===== config.mk =====
export PLATFORM = sky130hd
export DESIGN_NAME = tmr_top
export DESIGN_NICKNAME = d
export VERILOG_FILES = /design/src/rtl/tmr_pkg.sv /design/src/rtl/tmr_prescaler.sv /design/src/rtl/tmr_channel.sv /design/src/rtl/tmr_top.sv
export SDC_FILE = /design/constraint.sdc
export NUM_CORES = 1
export LEC_CHECK = 0
export ABC_AREA = 1
export BUFFER_PORTS_ARGS = -buffer_cell sky130_fd_sc_hd__buf_2
export CORE_AREA = 2 2 167 169
export DETAILED_ROUTE_END_ITERATION = 7
export DIE_AREA = 0 0 169 171
export PLACE_DENSITY = 0.66
export SLEW_MARGIN = 15
export SYNTH_ARGS = -nofsm -noshare
export SYNTH_HDL_FRONTEND = slang
export SYNTH_HIERARCHICAL = 1
export SYNTH_SLANG_ARGS = --single-unit

===== constraint.sdc =====
create_clock -name clk -period 2.2 [get_ports clk]
set_clock_uncertainty 0.2 [all_clocks]
set_input_delay 0.22 -clock clk [delete_from_list [all_inputs] [get_ports clk]]
set_output_delay 0.22 -clock clk [all_outputs]
set_load 0.05 [all_outputs]

===== src/rtl/tmr_pkg.sv =====
package tmr_pkg;
    typedef enum logic [1:0] {
        ST_IDLE  = 2'd0,
        ST_RUN   = 2'd1,
        ST_DRAIN = 2'd2
    } ch_state_t;

    // control word field positions (decoded by the channel)
    localparam int CTL_EN     = 0;
    localparam int CTL_RLD    = 1;
    localparam int CTL_SRC_LO = 2;
    localparam int SRC_W      = 2;
    localparam int CTL_PRE_LO = 4;
    localparam int PRE_W      = 3;
    localparam int CTL_ONE    = 7;
    localparam int CTL_W      = 8;

    // prescaled ticks still counted after a software disable
    localparam int DRAIN_TICKS = 2;
endpackage


===== src/rtl/tmr_prescaler.sv =====
module tmr_prescaler
    import tmr_pkg::*;
#(
    parameter int EXP_W = PRE_W
) (
    input  logic             clk,
    input  logic             rst_n,
    input  logic             active,
    input  logic             tick_in,
    input  logic [EXP_W-1:0] pres,
    output logic             ptick
);
    localparam int DIV_W = (1 << EXP_W) - 1;

    logic [DIV_W-1:0] div_q;
    logic [DIV_W-1:0] mask;

    always_comb begin
        mask  = ~({DIV_W{1'b1}} << pres);
        ptick = active && tick_in && ((div_q & mask) == mask);
    end

    always_ff @(posedge clk) begin
        if (!rst_n || !active) begin
            div_q <= '0;
        end else if (tick_in) begin
            div_q <= div_q + 1'b1;
        end
    end
endmodule


===== src/rtl/tmr_channel.sv =====
module tmr_channel
    import tmr_pkg::*;
#(
    parameter int CNT_W = 32
) (
    input  logic             clk,
    input  logic             rst_n,
    input  logic             tick_in,
    input  logic             ctrl_we,
    input  logic             intv_we,
    input  logic [CNT_W-1:0] wdata,
    output logic [CTL_W-1:0] ctrl_word,
    output logic [CNT_W-1:0] intv_q,
    output logic [CNT_W-1:0] cnt_q,
    output logic             hit
);
    localparam int DR_W = 2;

    ch_state_t        state_q, state_d;
    logic             en_q, rld_q, one_q;
    logic [SRC_W-1:0] src_q;
    logic [PRE_W-1:0] pres_q;
    logic [DR_W-1:0]  drain_q;
    logic             ptick, stop_hw, at_zero, active;

    assign active  = (state_q != ST_IDLE);
    assign at_zero = (cnt_q == '0);
    assign hit     = ptick && !rld_q && (cnt_q == CNT_W'(1));
    assign stop_hw = hit && one_q;

    tmr_prescaler #(.EXP_W(PRE_W)) u_pre (
        .clk    (clk),
        .rst_n  (rst_n),
        .active (active),
        .tick_in(tick_in),
        .pres   (pres_q),
        .ptick  (ptick)
    );

    // state register
    always_ff @(posedge clk) begin
        if (!rst_n) state_q <= ST_IDLE;
        else        state_q <= state_d;
    end

    // next state
    always_comb begin
        state_d = state_q;
        unique case (state_q)
            ST_IDLE:  if (en_q) state_d = ST_RUN;
            ST_RUN: begin
                if (stop_hw)    state_d = ST_IDLE;
                else if (!en_q) state_d = ST_DRAIN;
            end
            ST_DRAIN: begin
                if (stop_hw) state_d = ST_IDLE;
                else if (ptick && drain_q == DR_W'(DRAIN_TICKS - 1)) state_d = ST_IDLE;
            end
            default:  state_d = ST_IDLE;
        endcase
    end

    // datapath and control fields
    always_ff @(posedge clk) begin
        if (!rst_n) begin
            en_q    <= 1'b0;
            rld_q   <= 1'b0;
            one_q   <= 1'b0;
            src_q   <= '0;
            pres_q  <= '0;
            intv_q  <= '0;
            cnt_q   <= '0;
            drain_q <= '0;
        end else begin
            if (ctrl_we) begin
                en_q   <= wdata[CTL_EN];
                rld_q  <= wdata[CTL_RLD];
                src_q  <= wdata[CTL_SRC_LO +: SRC_W];
                pres_q <= wdata[CTL_PRE_LO +: PRE_W];
                one_q  <= wdata[CTL_ONE];
            end else begin
                if (stop_hw)        en_q  <= 1'b0;
                if (ptick && rld_q) rld_q <= 1'b0;
            end
            if (intv_we) intv_q <= wdata;
            if (ptick) begin
                if (rld_q || at_zero) cnt_q <= intv_q;
                else                  cnt_q <= cnt_q - 1'b1;
            end
            if (state_q != ST_DRAIN) drain_q <= '0;
            else if (ptick)          drain_q <= drain_q + 1'b1;
        end
    end

    always_comb begin
        ctrl_word                          = '0;
        ctrl_word[CTL_EN]                  = en_q;
        ctrl_word[CTL_RLD]                 = rld_q;
        ctrl_word[CTL_SRC_LO +: SRC_W]     = src_q;
        ctrl_word[CTL_PRE_LO +: PRE_W]     = pres_q;
        ctrl_word[CTL_ONE]                 = one_q;
    end

    // a frozen channel keeps its count
    assert_idle_count_frozen_R7: assert property (@(posedge clk) disable iff (!rst_n)
        (state_q == ST_IDLE) |=> $stable(cnt_q));

    // the reload request clears itself once consumed
    assert_reload_selfclear_R4: assert property (@(posedge clk) disable iff (!rst_n)
        (ptick && rld_q && !ctrl_we) |=> !rld_q);

    // one-shot expiry stops the channel
    assert_oneshot_stop_R7: assert property (@(posedge clk) disable iff (!rst_n)
        (stop_hw && !ctrl_we) |=> (!en_q && state_q == ST_IDLE));

    // drain never outlasts its tick budget
    assert_drain_bounded_R10: assert property (@(posedge clk) disable iff (!rst_n)
        (state_q == ST_DRAIN) |-> (drain_q < DR_W'(DRAIN_TICKS)));
endmodule


===== src/rtl/tmr_top.sv =====
module tmr_top
    import tmr_pkg::*;
#(
    parameter int NUM_CH = 2,
    parameter int CNT_W  = 32,
    parameter int ADDR_W = 8
) (
    input  logic              clk,
    input  logic              rst_n,
    input  logic              tick_in,
    input  logic              bus_valid,
    input  logic              bus_write,
    input  logic [ADDR_W-1:0] bus_addr,
    input  logic [CNT_W-1:0]  bus_wdata,
    output logic [CNT_W-1:0]  bus_rdata,
    output logic              irq
);
    localparam int SLOT_W = ADDR_W - 4;

    logic [NUM_CH-1:0] ien_q, stat_q, ch_hit, ctrl_we, intv_we;
    logic [CTL_W-1:0]  ch_ctrl [NUM_CH];
    logic [CNT_W-1:0]  ch_intv [NUM_CH];
    logic [CNT_W-1:0]  ch_cnt  [NUM_CH];
    logic [SLOT_W-1:0] slot;
    logic [1:0]        word;
    logic              aligned, wr, rd, glob;

    assign slot    = bus_addr[ADDR_W-1:4];
    assign word    = bus_addr[3:2];
    assign aligned = (bus_addr[1:0] == 2'b00);
    assign wr      = bus_valid && bus_write && aligned;
    assign rd      = bus_valid && !bus_write && aligned;
    assign glob    = (slot == '0);

    genvar c;
    generate
        for (c = 0; c < NUM_CH; c++) begin : g_ch
            assign ctrl_we[c] = wr && (slot == SLOT_W'(c + 1)) && (word == 2'd0);
            assign intv_we[c] = wr && (slot == SLOT_W'(c + 1)) && (word == 2'd1);

            tmr_channel #(.CNT_W(CNT_W)) u_ch (
                .clk      (clk),
                .rst_n    (rst_n),
                .tick_in  (tick_in),
                .ctrl_we  (ctrl_we[c]),
                .intv_we  (intv_we[c]),
                .wdata    (bus_wdata),
                .ctrl_word(ch_ctrl[c]),
                .intv_q   (ch_intv[c]),
                .cnt_q    (ch_cnt[c]),
                .hit      (ch_hit[c])
            );

            always_ff @(posedge clk) begin
                if (!rst_n)                                    stat_q[c] <= 1'b0;
                else if (ch_hit[c])                            stat_q[c] <= 1'b1;
                else if (wr && glob && word == 2'd1 && bus_wdata[c]) stat_q[c] <= 1'b0;
            end

            // write-one clears a flag when no expiry competes
            assert_flag_w1c_R8: assert property (@(posedge clk) disable iff (!rst_n)
                (wr && glob && word == 2'd1 && bus_wdata[c] && !ch_hit[c]) |=> !stat_q[c]);
        end
    endgenerate

    always_ff @(posedge clk) begin
        if (!rst_n)                          ien_q <= '0;
        else if (wr && glob && word == 2'd0) ien_q <= bus_wdata[NUM_CH-1:0];
    end

    assign irq = |(stat_q & ien_q);

    always_comb begin
        bus_rdata = '0;
        if (rd) begin
            if (glob) begin
                if (word == 2'd0)      bus_rdata = CNT_W'(ien_q);
                else if (word == 2'd1) bus_rdata = CNT_W'(stat_q);
            end else begin
                for (int k = 0; k < NUM_CH; k++) begin
                    if (slot == SLOT_W'(k + 1)) begin
                        unique case (word)
                            2'd0:    bus_rdata = CNT_W'(ch_ctrl[k]);
                            2'd1:    bus_rdata = ch_intv[k];
                            2'd2:    bus_rdata = ch_cnt[k];
                            default: bus_rdata = '0;
                        endcase
                    end
                end
            end
        end
    end

    // an interrupt needs at least one enabled channel
    assert_irq_needs_enable_R9: assert property (@(posedge clk) disable iff (!rst_n)
        irq |-> (ien_q != '0));
endmodule


After elaboration in Yosys (flattened, before gate mapping)
Cells that the tools add are included.
{"block": "classes", "add_sub_neg": 6, "eq_ne": 22, "shifts": 2, "n_mux": 34, "bitwise_logic": 6, "n_reduce_logical": 59}
{"operator": "$mux 32", "n": 6}
{"operator": "$pmux 32 s3", "n": 2}
{"operator": "$eq 32x1->1 const B", "n": 2}
{"operator": "$logic_not 32->1", "n": 2}
{"operator": "$sub 32x1->32 const B", "n": 2}
{"operator": "$logic_and 1x1->1", "n": 29}
{"operator": "$mux 2", "n": 12}
{"operator": "$reduce_bool 2->1", "n": 8}
{"operator": "$add 7x1->7 const B", "n": 2}
{"operator": "$and 7x7->7", "n": 2}
{"operator": "$eq 7x7->1", "n": 2}
{"operator": "$not 7->7", "n": 2}
{"operator": "$shl 7x3->7 const A", "n": 2}
{"operator": "$mux 1", "n": 12}
{"operator": "$pmux 2 s3", "n": 2}
{"operator": "$eq 2x1->1 const B", "n": 5}
{"operator": "$logic_not 2->1", "n": 4}
{"operator": "$eq 2x2->1 const B", "n": 3}
{"operator": "$logic_not 1->1", "n": 6}
{"operator": "$ne 3x1->1 const B", "n": 2}
{"operator": "$ne 3x3->1 const B", "n": 2}
{"operator": "$reduce_and 3->1", "n": 2}
{"operator": "$reduce_or 2->1", "n": 3}
{"operator": "$add 2x1->2 const B", "n": 2}
{"operator": "other kinds (8)", "n": 13}
{"block": "word_totals", "ff_bits": 170, "in_bits": 45, "out_inout_bits": 33, "word_cells": 152}

Longest topological paths before layout
{"block": "depth", "word_depth": 10, "ltp_mapped": 14, "mapped_depth_nobuf": 13}

By module
Netlist, hierarchy kept.
{"module": "tmr_channel", "n_inst": 2, "cells_per_inst": 642, "area_each_um2": 4092.7, "seq_area_each_um2": 1521.5}
{"module": "tmr_top", "n_inst": 1, "cells_per_inst": 397, "area_each_um2": 1821.7, "seq_area_each_um2": 80.1}
{"module": "tmr_prescaler", "n_inst": 2, "cells_per_inst": 57, "area_each_um2": 375.4, "seq_area_each_um2": 140.1}

Least setup slack after synthesis
Ideal clock, no wire load.
{"block": "synth_timing", "path_kind": "input to output", "startpoint": "input bus_addr[7]", "endpoint": "output bus_rdata[12]", "arrival_time_ps": 1630, "t_required_ps": 1780, "setup_slack_ps": 150, "cell_stages": 6, "n_path_buf": 1, "path_cell_list": "nor2_2 > nand2_1 > nor2_2 > buf_2 > nand2_1 > a21oi_1"}
{"block": "synth_between", "elab_chain_cells": 5, "word_cells_on_any_way": 7, "cone_classes": "eq/ne (2); mux (4); reduce/logical (1)"}
{"element": "start: declaration", "line_no": "tmr_top.sv:13", "source": "input logic [ADDR_W-1:0] bus_addr,"}
{"element": "$eq 4x1->1", "line_no": "tmr_top.sv:81", "source": "if (slot == SLOT_W'(k + 1)) begin"}
{"element": "$mux 32 (2 in a row)", "line_no": "tmr_top.sv:81"}
{"element": "$mux 32 *", "line_no": "tmr_top.sv:76", "source": "if (glob) begin"}
{"element": "$mux 32 *", "line_no": "tmr_top.sv:75", "source": "if (rd) begin"}
{"element": "end: declaration", "line_no": "tmr_top.sv:15", "source": "output logic [CNT_W-1:0] bus_rdata,"}
Mark *: on every way between the ends. The rest lies on a longest branch, timed or not.

Final worst setup path
{"block": "layout_timing", "startpoint": "register g_ch[0].u_ch.cnt_q[20]", "endpoint": "output bus_rdata[20]"}
{"block": "layout_between", "elab_chain_cells": 5}
{"element": "start: declaration", "line_no": "tmr_channel.sv:14", "source": "output logic [CNT_W-1:0] cnt_q,"}
{"element": "start signal: assignment", "line_no": "tmr_channel.sv:87", "source": "if (rld_q || at_zero) cnt_q <= intv_q;"}
{"element": "start signal: assignment", "line_no": "tmr_channel.sv:88", "source": "else cnt_q <= cnt_q - 1'b1;"}
{"element": "$pmux 32 s3", "line_no": "tmr_top.sv:82", "source": "unique case (word)"}
{"element": "$mux 32 (2 in a row)", "line_no": "tmr_top.sv:81"}
{"element": "$mux 32", "line_no": "tmr_top.sv:76"}
{"element": "$mux 32", "line_no": "tmr_top.sv:75"}
No other way between the ends.

==> summary.txt <==
Run status
  • Status: complete, no violations

Worst setup path
  • Nature of the critical path startpoint: flip-flop
  • Worst-path fanout max: 4
  • Crit path top cell by count: sky130_fd_sc_hd__nand2_1
  • Classification of the worst setup path: flip-flop to output port
  • Sequence of cells on the critical path: buf_4, nand2_1, nand2_1, nand2_1, a21oi_1, buf_4
  • Buf/Inv on CP: 2
  • Setup crit end kind: output port
  • Crit-path max cell delay: around 0.38 ns
  • Worst path top cell family by delay: buffers and inverters
  • Critical Path AT: 1.71 ns
  • Data required time of the critical path: between 1.5 and 2 ns
  • Cell with the biggest individual delay on the critical path: sky130_fd_sc_hd__dfxtp_1

Layout
  • Fillcell total: between 2000 and 3000
  • Nets: around 2000
  • Area Overhead vs Synth: 20.1%
  • Count of antenna diodes in the layout: 0
  • Layout cell share with drive strength beyond 1: approximately 13%
  • Final Non-Filler Cells: roughly 2300
  • Most common cell after layout, fill and taps aside: sky130_fd_sc_hd__nand2_1
  • Leading cell types in the layout, fill and taps excluded: sky130_fd_sc_hd__nand2_1 (574), sky130_fd_sc_hd__a21oi_1 (196), sky130_fd_sc_hd__nor2_1 (194), sky130_fd_sc_hd__inv_1 (180), sky130_fd_sc_hd__dfxtp_1 (168)

Worst hold path
  • Classification of the worst-slack hold path: primary input to flip-flop

Global route
  • Grt total ovfl: 0
  • Overall fraction of global-route tracks in use: 25.3%
  • Number of antenna violations at the first check in global routing: 0
  • Maximum number of pins on one net before global-route repair: 60
  • Global-route wire length before repair: around 58 mm
  • Vias in the first global route: 11157

Drt
  • Average via count per standard cell: around 5.2
  • Average routed wire per standard cell: ~16 um
  • Final antenna-violating net count: 0
  • DRT iter0 DRCs: 1218
  • Wire length after detailed routing: roughly 37 mm
  • DRC: 0
  • First-pass detailed-route iteration total: 6
  • Routed vias: ~12000

Floorplan
  • Die area: slightly below 0.03 mm^2
  • DIE WIDTH: about 170 um
  • Row count: just over 60
  • Core region area: around 0.027 mm^2
  • Die extent in y: about 170 um
  • Number of top-level pins: between 70 and 80
  • Starting utilization of the core area: between 30% and 40%

Clock tree
  • Clock Tree Buf Depth: 2
  • Clock latency at the later pin of the worst-skew pair: 0.45 ns
  • CTS clk-pin slew, worst paths: 0.07 ns
  • H-tree level count: 4
  • Clock tree from TritonCTS: built
  • Number of CTS-inserted buffers: 17
  • Sink count of the clock tree: 170
  • Clk root buf: sky130_fd_sc_hd__clkbuf_16

Placement
  • Post-place setup slack: ~0.11 ns
  • IO buf count: 77
  • Cell total after placement: between 2000 and 2500
  • Placer's final routability congestion estimate: 0.977
  • Placed wire-length estimate: approximately 27 mm

Power and ir drop
  • Lkg Pwr: ~0.0059 uW
  • Maximum ir drop on the vdd rail: roughly 0.51 mV
  • Pwr dens: 498 mW/mm^2

STA
  • Actual slew at the worst max-slew pin: ~0.45 ns
  • Post-route setup slack: 0.0679 ns
  • Clock period minus worst slack: ~2.1 ns
  • Final count of pins violating max slew: 0
  • Max Freq: about 470 MHz
  • Final period util: between 90% and 100%
  • Final hold violation count: 0
  • Final Setup Violations: 0
  • Slew HR: 69.6%

Run
  • Max-capacitance violation count: 0

Synthesis
  • Sequential element share of the synthesized area: between 30% and 40%
  • Fraction of the mapped netlist area in simple logic gates: 40.4%
  • Warnings, synthesis: 6
  • Flops & latches, synth: 170
  • Count of distinct cell types in the synthesized netlist: 34
  • Area of the mapped netlist: around 0.011 mm^2
  • Portion of netlist area occupied by mux cells: 0%
  • Post-synthesis xor/xnor area fraction: 0.651%
  • Arithmetic-cell share of the synthesized area counting full adders, half adders and majority gates: less than 1%
  • Compound-cell area share of the yosys netlist: 15.3%
  • Syn Inst Count: roughly 1800
  • Dominant combinational cell family by area after synthesis: simple AND/OR/NAND/NOR gates
  • Net count after synthesis: ~1800
  • Avg Cell Area, Syn: between 5 and 6 um^2
-- power by group --
group,switching [uW],internal [uW]
registers,1.38,3080
logic,230,136
clock network,1400,1580
-- state kept, by name (all words and copies together) (netlist names) --
name / cells
g_ch.u_ch/cnt_q: 64
g_ch.u_ch/intv_q: 64
g_ch.u_ch/u_pre/div_q: 14
g_ch.u_ch/pres_q: 6
g_ch.u_ch/drain_q: 4
g_ch.u_ch/src_q: 4
g_ch.u_ch/state_q: 4
g_ch.u_ch/en_q: 2
g_ch.u_ch/one_q: 2
g_ch.u_ch/rld_q: 2
ien_q: 2
stat_q: 2
-- final timing paths --
path,endpoint,slack [ns],start,depth (start not counted)
worst max-delay path,bus_rdata[20],0.07,g_ch[0].u_ch/cnt_q[20],6
worst min-delay path,ien_q[0],0.07,bus_write,5
worst max register to register,g_ch[0].u_ch/cnt_q[13],0.13,g_ch[0].u_ch/cnt_q[1],11
worst min register to register,g_ch[0].u_ch/drain_q[1],0.27,g_ch[0].u_ch/drain_q[1],2
-- cells in the mapped netlist, drive strengths merged --
cell    count  area share (%)
dfxtp     170              32
nor2      226             9.3
ha          8            0.93
or2        10            0.58
nor3        6            0.28
xnor2       2            0.16
clkbuf     36             1.3
o22ai       3            0.17
a21oi     198             9.2
clkinv      6            0.21
a211oi      2            0.14
nand4      21             1.4
o21bai      2            0.14
buf        46             3.2
o21ai     116             5.6
nand3     156             7.3
nand3b      8            0.56
xor2        6            0.49
inv       184             6.5
nand2     589              21
-- stage by stage --
step | hold WS (ns) | utilization [%] | TNS, ns | instance area (um^2) | power [uW]
floorplan | 0.109 | - | 0 | 10800 | 3320
global placement | 0.251 | 43.4 | 0 | 11900 | 3460
detailed placement | 0.258 | 43.4 | 0 | 11900 | 3460
CTS | 0.0608 | 46.7 | 0 | 12800 | 6460
global route | 0.113 | 47.3 | -0.00291 | 12900 | 6630
finish | 0.0748 | 47.3 | 0 | 12900 | 6430
-- per-layer routing --
layer	share of wire, %	GRT usage [%]
met1	47	35.3
met5	0	0
met3	6.7	3.54
met4	2.0	7.66
met2	45	40.8
-- logic make-up (layout without fill, tap and decap cells) --
group,count (synthesis),after routing
simple gates,1016,1016
compound gates,321,321
buf+inv,272,418
flops,170,170
fa+ha+maj,8,8
xor+xnor,8,8
-- timing repair --
| action | 4_1_cts | 5_1_grt |
|---|---|---|
| hold buffers | 34 | 0 |
| gates resized for setup | 0 | 16 |
| buffers inserted | 0 | 5 |
| endpoints found under the setup margin | 0 | 16 |
| hold endpoints to repair | 84 | 0 |
-- worst reg2reg max path: cells and delay by family, from the launching register on --
kind	cells	cell delay [ns]
AOI/OAI and AO/OA	2	0.22
adders and majority gates	1	0.22
buffers and inverters	3	0.45
DFF	1	0.34
and+or+nand+nor	5	0.52
-- area by class of cell --
class	count	area, um^2	area share (%)
multi-input cells	1353	6210	48.1
flip-flops and latches	170	3410	26.4
repair buffers	196	1580	12.3
inverters	190	718	5.56
well taps	346	433	3.35
clock buffers	18	429	3.32
clock inverters	14	135	1.05
No activity file was read; power rests on OpenSTA's default activity.
